File: src/rtl/pw_lock_pkg.sv
package pw_lock_pkg;
  typedef enum logic [7:0] {
    CMD_SET_PW     = 8'hF1,
    CMD_UNLOCK     = 8'hF2,
    CMD_ERASE_PREP = 8'hF3,
    CMD_ERASE_UNIT = 8'hF4,
    CMD_FREEZE     = 8'hF5,
    CMD_DISABLE    = 8'hF6
  } sec_cmd_e;

  typedef struct packed {
    logic wr_master;
    logic wr_user;
    logic clr_user;
  } nv_op_t;

  localparam logic [7:0] BLANK_BYTE = 8'h20;
endpackage

File: src/rtl/pw_lock_nv.sv
module pw_lock_nv
  import pw_lock_pkg::*;
#(
  parameter int PW_BYTES = 8,
  localparam int PW_W = PW_BYTES * 8
) (
  input  logic            clk_i,
  input  logic            rst_ni,
  input  nv_op_t          op_i,
  input  logic [PW_W-1:0] pw_i,
  input  logic            level_i,
  output logic [PW_W-1:0] master_o,
  output logic [PW_W-1:0] user_o,
  output logic            lock_en_o,
  output logic            level_max_o
);
  // survives por_i; only rst_ni restores factory content
  always_ff @(posedge clk_i or negedge rst_ni) begin
    if (!rst_ni) begin
      master_o    <= {PW_BYTES{BLANK_BYTE}};
      user_o      <= '0;
      lock_en_o   <= 1'b0;
      level_max_o <= 1'b0;
    end else begin
      if (op_i.wr_master) master_o <= pw_i;
      if (op_i.wr_user) begin
        user_o      <= pw_i;
        lock_en_o   <= 1'b1;
        level_max_o <= level_i;
      end else if (op_i.clr_user) begin
        user_o    <= '0;
        lock_en_o <= 1'b0;
      end
    end
  end
endmodule

File: src/rtl/pw_lock_cmp.sv
module pw_lock_cmp #(
  parameter int PW_BYTES = 8,
  localparam int PW_W = PW_BYTES * 8
) (
  input  logic [PW_W-1:0] a_i,
  input  logic [PW_W-1:0] b_i,
  output logic            hit_o
);
  logic [PW_BYTES-1:0] byte_eq;

  for (genvar g = 0; g < PW_BYTES; g++) begin : g_byte
    assign byte_eq[g] = (a_i[g*8 +: 8] == b_i[g*8 +: 8]);
  end

  assign hit_o = &byte_eq;
endmodule

File: src/rtl/pw_lock_seq.sv
module pw_lock_seq
  import pw_lock_pkg::*;
#(
  parameter int MAX_TRIES = 5,
  localparam int CNT_W = $clog2(MAX_TRIES + 1)
) (
  input  logic             clk_i,
  input  logic             rst_ni,
  input  logic             por_i,
  input  logic             cmd_valid_i,
  input  logic [7:0]       cmd_code_i,
  input  logic             sel_master_i,
  input  logic             lock_en_i,
  input  logic             level_max_i,
  input  logic             hit_user_i,
  input  logic             hit_master_i,
  output nv_op_t           nv_op_o,
  output logic             locked_o,
  output logic             frozen_o,
  output logic             prep_o,
  output logic [CNT_W-1:0] fails_o,
  output logic             done_o,
  output logic             abort_o,
  output logic             erase_o
);
  logic   fire, at_limit, hit_any, hit_strict;
  logic   ok, bad_pw, erase_d, nxt_locked, nxt_frozen, nxt_prep;
  nv_op_t op;

  assign fire       = cmd_valid_i && !por_i;
  assign at_limit   = (fails_o >= CNT_W'(MAX_TRIES));
  assign hit_any    = sel_master_i ? hit_master_i : hit_user_i;
  // master credential is refused for unlock/disable at Maximum level
  assign hit_strict = sel_master_i ? (hit_master_i && !level_max_i) : hit_user_i;

  always_comb begin
    ok         = 1'b0;
    bad_pw     = 1'b0;
    erase_d    = 1'b0;
    op         = '0;
    nxt_locked = locked_o;
    nxt_frozen = frozen_o;
    nxt_prep   = 1'b0;
    case (cmd_code_i)
      CMD_SET_PW: begin
        if (!frozen_o && !locked_o) begin
          ok           = 1'b1;
          op.wr_master = sel_master_i;
          op.wr_user   = !sel_master_i;
        end
      end
      CMD_UNLOCK: begin
        if (!frozen_o && !at_limit) begin
          if (hit_strict) begin
            ok         = 1'b1;
            nxt_locked = 1'b0;
          end else begin
            bad_pw = 1'b1;
          end
        end
      end
      CMD_ERASE_PREP: begin
        if (!frozen_o) begin
          ok       = 1'b1;
          nxt_prep = 1'b1;
        end
      end
      CMD_ERASE_UNIT: begin
        if (!frozen_o && prep_o) begin
          if (hit_any) begin
            ok          = 1'b1;
            erase_d     = 1'b1;
            op.clr_user = 1'b1;
            nxt_locked  = 1'b0;
          end else begin
            bad_pw = 1'b1;
          end
        end
      end
      CMD_FREEZE: begin
        if (!locked_o) begin
          ok         = 1'b1;
          nxt_frozen = 1'b1;
        end
      end
      CMD_DISABLE: begin
        if (!frozen_o && !locked_o) begin
          if (hit_strict) begin
            ok          = 1'b1;
            op.clr_user = 1'b1;
          end else begin
            bad_pw = 1'b1;
          end
        end
      end
      default: ;
    endcase
  end

  assign nv_op_o = fire ? op : '0;

  always_ff @(posedge clk_i or negedge rst_ni) begin
    if (!rst_ni) begin
      locked_o <= 1'b0;
      frozen_o <= 1'b0;
      prep_o   <= 1'b0;
      fails_o  <= '0;
      done_o   <= 1'b0;
      abort_o  <= 1'b0;
      erase_o  <= 1'b0;
    end else if (por_i) begin
      locked_o <= lock_en_i;
      frozen_o <= 1'b0;
      prep_o   <= 1'b0;
      fails_o  <= '0;
      done_o   <= 1'b0;
      abort_o  <= 1'b0;
      erase_o  <= 1'b0;
    end else if (fire) begin
      locked_o <= nxt_locked;
      frozen_o <= nxt_frozen;
      prep_o   <= nxt_prep;
      if (bad_pw && !at_limit) fails_o <= fails_o + CNT_W'(1);
      done_o   <= ok;
      abort_o  <= !ok;
      erase_o  <= erase_d;
    end else begin
      done_o  <= 1'b0;
      abort_o <= 1'b0;
      erase_o <= 1'b0;
    end
  end
endmodule

File: src/rtl/pw_lock_ctrl.sv
module pw_lock_ctrl
  import pw_lock_pkg::*;
#(
  parameter int PW_BYTES  = 8,
  parameter int MAX_TRIES = 5,
  localparam int PW_W  = PW_BYTES * 8,
  localparam int CNT_W = $clog2(MAX_TRIES + 1)
) (
  input  logic            clk_i,
  input  logic            rst_ni,
  input  logic            por_i,
  input  logic            cmd_valid_i,
  input  logic [7:0]      cmd_code_i,
  input  logic [PW_W-1:0] pw_i,
  input  logic            sel_master_i,
  input  logic            level_max_i,
  output logic            media_ok_o,
  output logic            done_o,
  output logic            abort_o,
  output logic            erase_req_o
);
  nv_op_t           nv_op;
  logic [PW_W-1:0]  master_pw, user_pw;
  logic             lock_en, level_max, hit_user, hit_master;
  logic             locked, frozen, prep;
  logic [CNT_W-1:0] fails;

  pw_lock_nv #(.PW_BYTES(PW_BYTES)) u_nv (
    .clk_i       (clk_i),
    .rst_ni      (rst_ni),
    .op_i        (nv_op),
    .pw_i        (pw_i),
    .level_i     (level_max_i),
    .master_o    (master_pw),
    .user_o      (user_pw),
    .lock_en_o   (lock_en),
    .level_max_o (level_max)
  );

  pw_lock_cmp #(.PW_BYTES(PW_BYTES)) u_cmp_user (
    .a_i   (pw_i),
    .b_i   (user_pw),
    .hit_o (hit_user)
  );

  pw_lock_cmp #(.PW_BYTES(PW_BYTES)) u_cmp_master (
    .a_i   (pw_i),
    .b_i   (master_pw),
    .hit_o (hit_master)
  );

  pw_lock_seq #(.MAX_TRIES(MAX_TRIES)) u_seq (
    .clk_i        (clk_i),
    .rst_ni       (rst_ni),
    .por_i        (por_i),
    .cmd_valid_i  (cmd_valid_i),
    .cmd_code_i   (cmd_code_i),
    .sel_master_i (sel_master_i),
    .lock_en_i    (lock_en),
    .level_max_i  (level_max),
    .hit_user_i   (hit_user),
    .hit_master_i (hit_master),
    .nv_op_o      (nv_op),
    .locked_o     (locked),
    .frozen_o     (frozen),
    .prep_o       (prep),
    .fails_o      (fails),
    .done_o       (done_o),
    .abort_o      (abort_o),
    .erase_o      (erase_req_o)
  );

  assign media_ok_o = !locked;
endmodule

File: config.mk
export PLATFORM = sky130hd
export DESIGN_NAME = pw_lock_ctrl
export DESIGN_NICKNAME = d
export VERILOG_FILES = /design/src/rtl/pw_lock_pkg.sv /design/src/rtl/pw_lock_nv.sv /design/src/rtl/pw_lock_cmp.sv /design/src/rtl/pw_lock_seq.sv /design/src/rtl/pw_lock_ctrl.sv
export SDC_FILE = /design/constraint.sdc
export NUM_CORES = 1
export LEC_CHECK = 0
export BUFFER_PORTS_ARGS = -buffer_cell sky130_fd_sc_hd__buf_4
export CORE_MARGIN = 3
export CORE_UTILIZATION = 25
export CTS_BUF_LIST = sky130_fd_sc_hd__clkbuf_2 sky130_fd_sc_hd__clkbuf_4 sky130_fd_sc_hd__clkbuf_8
export DETAILED_ROUTE_END_ITERATION = 8
export GPL_ROUTABILITY_DRIVEN = 0
export SETUP_SLACK_MARGIN = 0.4
export SLEW_MARGIN = 20
export SYNTH_ARGS = -nofsm -noshare
export SYNTH_HDL_FRONTEND = slang
export SYNTH_SLANG_ARGS = --single-unit
export TNS_END_PERCENT = 30
File: constraint.sdc
create_clock -name clk_i -period 2.7 [get_ports clk_i]
set_input_delay 0.135 -clock clk_i [delete_from_list [all_inputs] [get_ports clk_i]]
set_output_delay 0.135 -clock clk_i [all_outputs]
set_load 0.01 [all_outputs]
==> impl_metrics.ini, run 1 <==
[routing]
dr_wl_met3_um = 619
route.detailed.vias_per_inst = 4.37
ant_nets = 0
wl_met2_um = 9270
routed.top_layer = met4
wire_per_inst_um = 16.3
drt_iter0_drc = 241
dr.pass1.iters = 4
routed_wl_um = 18900
dr_total_vias = 5059
met1_length_um = 8680
drt_drc_violations_left = 0

[place]
dp_hpwl_um = 12400
dpl_worst_slack_ps = 162
dpl_cell_area_mm2 = 0.00816
io_buffers = 81
placed_cells = 1034

[timing]
final.setup.tns_ps = 0
relSlewSlack_pct = 51.8
clock-skew-final_ps = 12.6
finalHoldViolCount = 0
setup_violations = 0
rsz0062_at_grt = true
max_freq_mhz = 431
fin_hold_ws_ps = 37.5
finalWorstSetupSlack_ps = 379
period_share_pct = 86.0
tightestPinTransition_ps = 724
min_period_ps = 2320
slew_viol_final = 0

[floorplanning]
core-area_mm2 = 0.0273
num_rows = 60
die_y_um = 174
die_width_um = 174
die_area_mm2 = 0.0302
initial_core_util_pct = 25.7
io_pins = 82

[worst_setup_path]
cp_data_arrival_time_ps = 2660
reg2reg_to = u_nv.user_o[17]$_DFFE_PN0P_
critPathCapture = u_nv.user_o[17]$_DFFE_PN0P_
worst_path_dominant_cell_family = simple AND/OR/NAND/NOR gates
cp.depth = 9
endpoint_kind = flop
startpoint_type = flop
required_ps = 3040
regToRegSetupSlack_ps = 380
crit_buf_inv = 2
timing.critical_path.from = u_nv.user_o[47]$_DFFE_PN0P_
cp_max_fo = 23
reg2reg_depth = 9
cp_cell_sequence = xor2_1, nor4_2, nand4_1, nor3_4, a31o_4, o211a_4, buf_12, buf_16, nor2_1
critPathMaxStageDelay_ps = 410
setup.worst_path.class = reg2reg
r2r-start = u_nv.user_o[47]$_DFFE_PN0P_
cp_slowest_cell = nor4_2

[yosys]
synth_mux_area_share_pct = 19.7
syn_area_per_cell_um2 = 11.9
yosysSeqAreaShare_pct = 49.6
synth-seq-cells = 139
synth_fa_ha_area_share_pct = 0.356
synth_xor_area_share_pct = 15.9
netlist_area_mm2 = 0.00704
synth_edf_count = 0
synth_top_family_by_area = multiplexers
synth_cell_types = 44
synth_top_area_cell = dfrtp_1
synth_area_leaders = dfrtp_1 (47%), mux2_2 (10%), mux2i_1 (9.2%)
ys_async_sr_fraction_pct = 100
synthFlopType = dfrtp_1
synth.top_cell.area_share_pct = 46.6
yosys_warnings = 0
synth_simple_gate_area_share_pct = 10.5
synth_compound_area_share_pct = 2.10
syn-instance-count = 592
synth_fp_nets = 672

[final_layout]
final_cells = 1157
nets = 852
postLayoutCellArea_mm2 = 0.0100
num_antenna_cells = 0
area_growth_pct = 42.5
drive_above_1_share_pct = 34.6

[clock_tree]
cts_tree = built
cts.clk_slew.worst_paths_ps = 80
cts_max_path_buffers = 2
clk-insertion-delay-late_ps = 460
cts.sink_count = 139
cts-buffers-inserted = 17
root_buffer = clkbuf_8
htree_levels = 4

[global_route]
grt_pass1_wl_um = 28400
grt_max_degree = 72
grt_pass1_vias = 5148
grt.total_usage_pct = 12.1
overflow = 0
grt_antenna_before_repair = 0

[flow_run]
max-cap-violations = 0

[pwr]
powerDensity_mw_per_mm2 = 452
ir_worst_vdd_mv = 0.198
p_leak_nw = 4.41

[worst_hold_path]
hp-class = in2reg

[run_status]
status = complete, no violations
==> final cells by class <==
class | count | area, um2
Clock buffer | 21 | 283
Clock inverter | 11 | 165
Fill cell | 2723 | 17300
Inverter | 4 | 15.0
Multi-Input combinational cell | 426 | 3780
Sequential cell | 139 | 3490
Tap cell | 372 | 465
Timing Repair Buffer | 184 | 1830
==> routing by layer <==
layer  up-vias  track usage, %
met3        22            2.50
met5         -               0
met1      2519            16.1
met2        83            19.3
met4         0            4.36
li1       2435               -
==> flip-flops by register name, summed over array words and instances, names as in the netlist <==
signal            count
u_nv.master_o        64
u_nv.user_o          64
u_seq.frozen_o        1
u_seq.done_o          1
u_seq.locked_o        1
u_seq.erase_o         1
u_seq.prep_o          1
u_seq.abort_o         1
u_nv.lock_en_o        1
u_nv.level_max_o      1
u_seq.fails_o         3
==> synthesized netlist by cell type, types with 2 or more instances <==
cell	number
nor4_1	17
buf_2	9
nand2b_1	3
o31a_1	2
inv_1	4
a21oi_1	3
and3_1	2
dfrtp_1	131
dfstp_2	8
or4_1	2
clkbuf_1	9
nand4_1	22
nor3_1	5
xor2_1	56
nand2_1	6
ha_1	2
mux2_2	65
and2_1	2
o31ai_1	3
nand3_1	5
buf_4	5
nor2_1	74
xnor2_1	72
mux2i_1	65
==> cell usage in the layout, fill, tap and decap left out, types with 2 or more instances in the layout <==
master / count
nor2_1: 62
buf_6: 2
clkbuf_8: 20
inv_1: 4
nor3_1: 4
xnor2_2: 2
mux2i_4: 4
dfrtp_1: 130
xnor2_1: 70
mux2_2: 65
dfstp_2: 8
a21oi_1: 3
mux2i_1: 58
clkbuf_16: 6
or4_1: 2
clkinv_2: 4
bufinv_16: 4
nor2_4: 12
dlygate4sd3_1: 70
nand4_1: 22
nor4_1: 5
nand2b_1: 2
xor2_1: 56
buf_4: 95
nor4_2: 12
mux2i_2: 3
nand3_1: 4
buf_16: 3
buf_12: 8
o31ai_1: 2
o31a_1: 2
nand2_1: 5
and3_1: 2
==> cell families (layout without fill, tap and decap cells) <==
group	count (synthesis)	after routing
and+or+nand+nor	147	147
DFF	139	139
muxes	130	130
xor gates and xnor gates	128	128
buffers and inverters	27	220
AOI/OAI and AO/OA	19	19
adders and majority gates	2	2
==> worst min-delay path: stages <==
cell	delay, ps
buf_4	120
a41oi_1	100
nor2_1	90
==> report_power, final <==
part	switching, mW	internal [mW]
logic	0.236	0.252
clock network	0.825	1.09
registers	0.0203	2.11
==> stage by stage <==
step | total power, mW | util [%]
6_report | 4.53 | 36.7
4_1_cts | 4.57 | 34.7
3_5_place_dp | 2.56 | 29.9
3_3_place_gp | 2.55 | 29.9
2_1_floorplan | 2.31 | -
5_1_grt | 4.71 | 36.7
==> timing repair <==
| action | CTS | global route |
|---|---|---|
| pin swaps | 5 | 20 |
| buffers inserted | 2 | 10 |
| gates resized for setup | 16 | 58 |
| hold buffers | 70 | 0 |
| gates cloned | 2 | 7 |
| setup endpoints to repair | 71 | 72 |
| hold endpoints to repair | 200 | 0 |
==> how the worst min path moves through the flow <==
| stage | cells after the start | endpoint | from | slack, ps |
|---|---|---|---|---|
| after global routing | 3 | u_seq.frozen_o$_DFFE_PN0P_ | cmd_code_i[0] | 70 |
| after floorplan | 0 | u_nv.level_max_o$_DFFE_PN0P_ | rst_ni | -160 |
| after global placement | 1 | u_seq.done_o$_DFF_PN0_ | rst_ni | 210 |
| after CTS | 3 | u_seq.frozen_o$_DFFE_PN0P_ | cmd_code_i[0] | 20 |
| final | 3 | u_seq.frozen_o$_DFFE_PN0P_ | cmd_code_i[0] | 40 |
| after detailed placement | 1 | u_seq.erase_o$_DFF_PN0_ | rst_ni | 210 |
Note: power is estimated with default switching activity, not from simulation.
==> run 2: changes to the inputs <==
Settings changed: CELL_PAD_IN_SITES_DETAIL_PLACEMENT from default to 1, CELL_PAD_IN_SITES_GLOBAL_PLACEMENT from default to 2, PLACE_DENSITY_LB_ADDON from default to 0.1.
==> run 2 against run 1 <==
Effect of this change: combinational power up 5.9%; largest cell class unchanged; power up 1.4%; clock power up 2%; count of clock-buffer cells in the layout unchanged; critical path depth up 1; hold slack better by 140 ps.
==> impl_metrics.ini, run 2 (synthesis gave the netlist of run 1 again) <==
[run_status]
status = complete, no violations

[timing]
tightestPinTransition_ps = 598
clock-skew-final_ps = 13.9
relSlewSlack_pct = 60.2
finalHoldViolCount = 0
min_period_ps = 2390
rsz0062_at_grt = true
final.setup.tns_ps = 0
max_freq_mhz = 418
period_share_pct = 88.7
slew_viol_final = 0
setup_violations = 0
fin_hold_ws_ps = 177

[worst_setup_path]
regToRegSetupSlack_ps = 310
endpoint_kind = flop
r2r-start = u_nv.user_o[16]$_DFFE_PN0P_
startpoint_type = flop
cp.depth = 10
critPathMaxStageDelay_ps = 460
cp_data_arrival_time_ps = 2720
cp_cell_sequence = xor2_1, nor4_2, nand3_1, nor3_2, buf_4, a31o_4, o211a_4, buf_6, clkbuf_16, nor2_1
cp_max_fo = 8
crit_buf_inv = 3
cp_slowest_cell = nor4_2
reg2reg_to = u_nv.user_o[22]$_DFFE_PN0P_
required_ps = 3030
worst_path_dominant_cell_family = simple AND/OR/NAND/NOR gates
setup.worst_path.class = reg2reg
timing.critical_path.from = u_nv.user_o[16]$_DFFE_PN0P_
critPathCapture = u_nv.user_o[22]$_DFFE_PN0P_
reg2reg_depth = 10

[clock_tree]
cts.sink_count = 139
cts_tree = built
htree_levels = 4
root_buffer = clkbuf_8
cts.clk_slew.worst_paths_ps = 90
clk-insertion-delay-late_ps = 450
cts_max_path_buffers = 2
cts-buffers-inserted = 17

[global_route]
grt_antenna_before_repair = 0
grt_max_degree = 65
overflow = 0
grt.total_usage_pct = 14.7
grt_pass1_wl_um = 34000
grt_pass1_vias = 5628

[floorplanning]
die_width_um = 174
die_y_um = 174
initial_core_util_pct = 25.7
core-area_mm2 = 0.0273
num_rows = 60
die_area_mm2 = 0.0302
io_pins = 82

[routing]
route.detailed.vias_per_inst = 4.46
dr.pass1.iters = 4
routed_wl_um = 22200
wire_per_inst_um = 19.1
drt_iter0_drc = 208
drt_drc_violations_left = 0
ant_nets = 0
dr_total_vias = 5194

[pwr]
sequentialPowerShare_pct = 46.4
power_frac_comb_pct = 11.2
p_int_mw = 3.46
p_sw_mw = 1.14
netSwitchingFraction_pct = 24.8
powerDensity_mw_per_mm2 = 459
p_clk_share_pct = 42.4
p_leak_nw = 4.45
ir_worst_vdd_mv = 0.205

[final_layout]
nets = 859
num_antenna_cells = 0
area_growth_pct = 42.2
layout_common_cells = dfrtp_1 (130), buf_4 (104), dlygate4sd3_1 (72)
final_common_cell = dfrtp_1
fillerInstances = 2976
largestRegisters = u_nv.master_o (64), u_nv.user_o (64), u_seq.fails_o (3)
drive_above_1_share_pct = 34.2

[worst_hold_path]
worstHoldStart = cmd_code_i[3]
hp-class = in2reg

[place]
dp_hpwl_um = 14600
io_buffers = 81

[flow_run]
max-cap-violations = 0
## run 2: worst min-delay path, stage by stage
cell,delay [ps]
buf_4,120
nor4b_4,60
a41oi_1,220
nor2_1,50
## run 2: how the worst min path moves through the flow
| stage | depth (start not counted) | slack, ps | end |
|---|---|---|---|
| 2_1_floorplan | 0 | -160 | u_nv.level_max_o$_DFFE_PN0P_ |
| 3_3_place_gp | 1 | 170 | u_nv.master_o[49]$_DFFE_PN0P_ |
| 4_1_cts | 3 | 20 | u_nv.user_o[25]$_DFFE_PN0P_ |
| 6_report | 4 | 180 | u_seq.frozen_o$_DFFE_PN0P_ |
| 3_5_place_dp | 1 | 160 | u_nv.master_o[10]$_DFFE_PN0P_ |
| 5_1_grt | 4 | 180 | u_seq.frozen_o$_DFFE_PN0P_ |
## run 2: repair_timing
item                                    in CTS  in global routing
pin swaps                                    8                 20
setup buffers                                8                  6
hold buffers                                71                  1
endpoints found under the hold margin      180                  1
gates cloned                                 2                  3
endpoints found under the setup margin      72                 72
gates resized for setup                     19                 45
## run 2: metal layers
metal | routed length (um) | share of wire [%] | GRT usage [%]
met1 | 10700 | 48 | 20.3
met2 | 10700 | 48 | 23.7
met3 | 581 | 2.6 | 2.61
met5 | 0 | 0 | 0
met4 | 225 | 1.0 | 3.99
## run 2: metrics by stage
| step | cell area (um2) | worst slack (ps) | total power [mW] | cells | utilization [%] |
|---|---|---|---|---|---|
| after floorplan | 7040 | 542 | 2.31 | 592 | - |
| after global placement | 8220 | 23.7 | 2.59 | 1041 | 30.1 |
| after detailed placement | 8220 | 5.08 | 2.59 | 1041 | 30.1 |
| after CTS | 9630 | 287 | 4.68 | 1154 | 35.2 |
| after global routing | 10000 | 179 | 4.84 | 1164 | 36.6 |
| final | 10000 | 306 | 4.60 | 1164 | 36.6 |
## run 2: area by class of cell
| type | instances | area, um2 | area share (%) |
|---|---|---|---|
| timing repair buffer | 191 | 1820 | 18.2 |
| clock buffer | 21 | 283 | 2.83 |
| multi-input combinational | 426 | 3770 | 37.7 |
| tap | 372 | 465 | 4.65 |
| clock inverter | 11 | 168 | 1.68 |
| inverter | 4 | 15.0 | 0.150 |
| sequential | 139 | 3490 | 34.9 |
## run 2: power groups by stage
stage | clock network (mW) | registers (mW) | logic, mW
6_report | 1.95 | 2.13 | 0.517
3_5_place_dp | 0 | 2.17 | 0.421
5_1_grt | 2.13 | 2.14 | 0.570
3_3_place_gp | 0 | 2.17 | 0.417
2_1_floorplan | 0 | 2.17 | 0.142
4_1_cts | 2.03 | 2.13 | 0.516
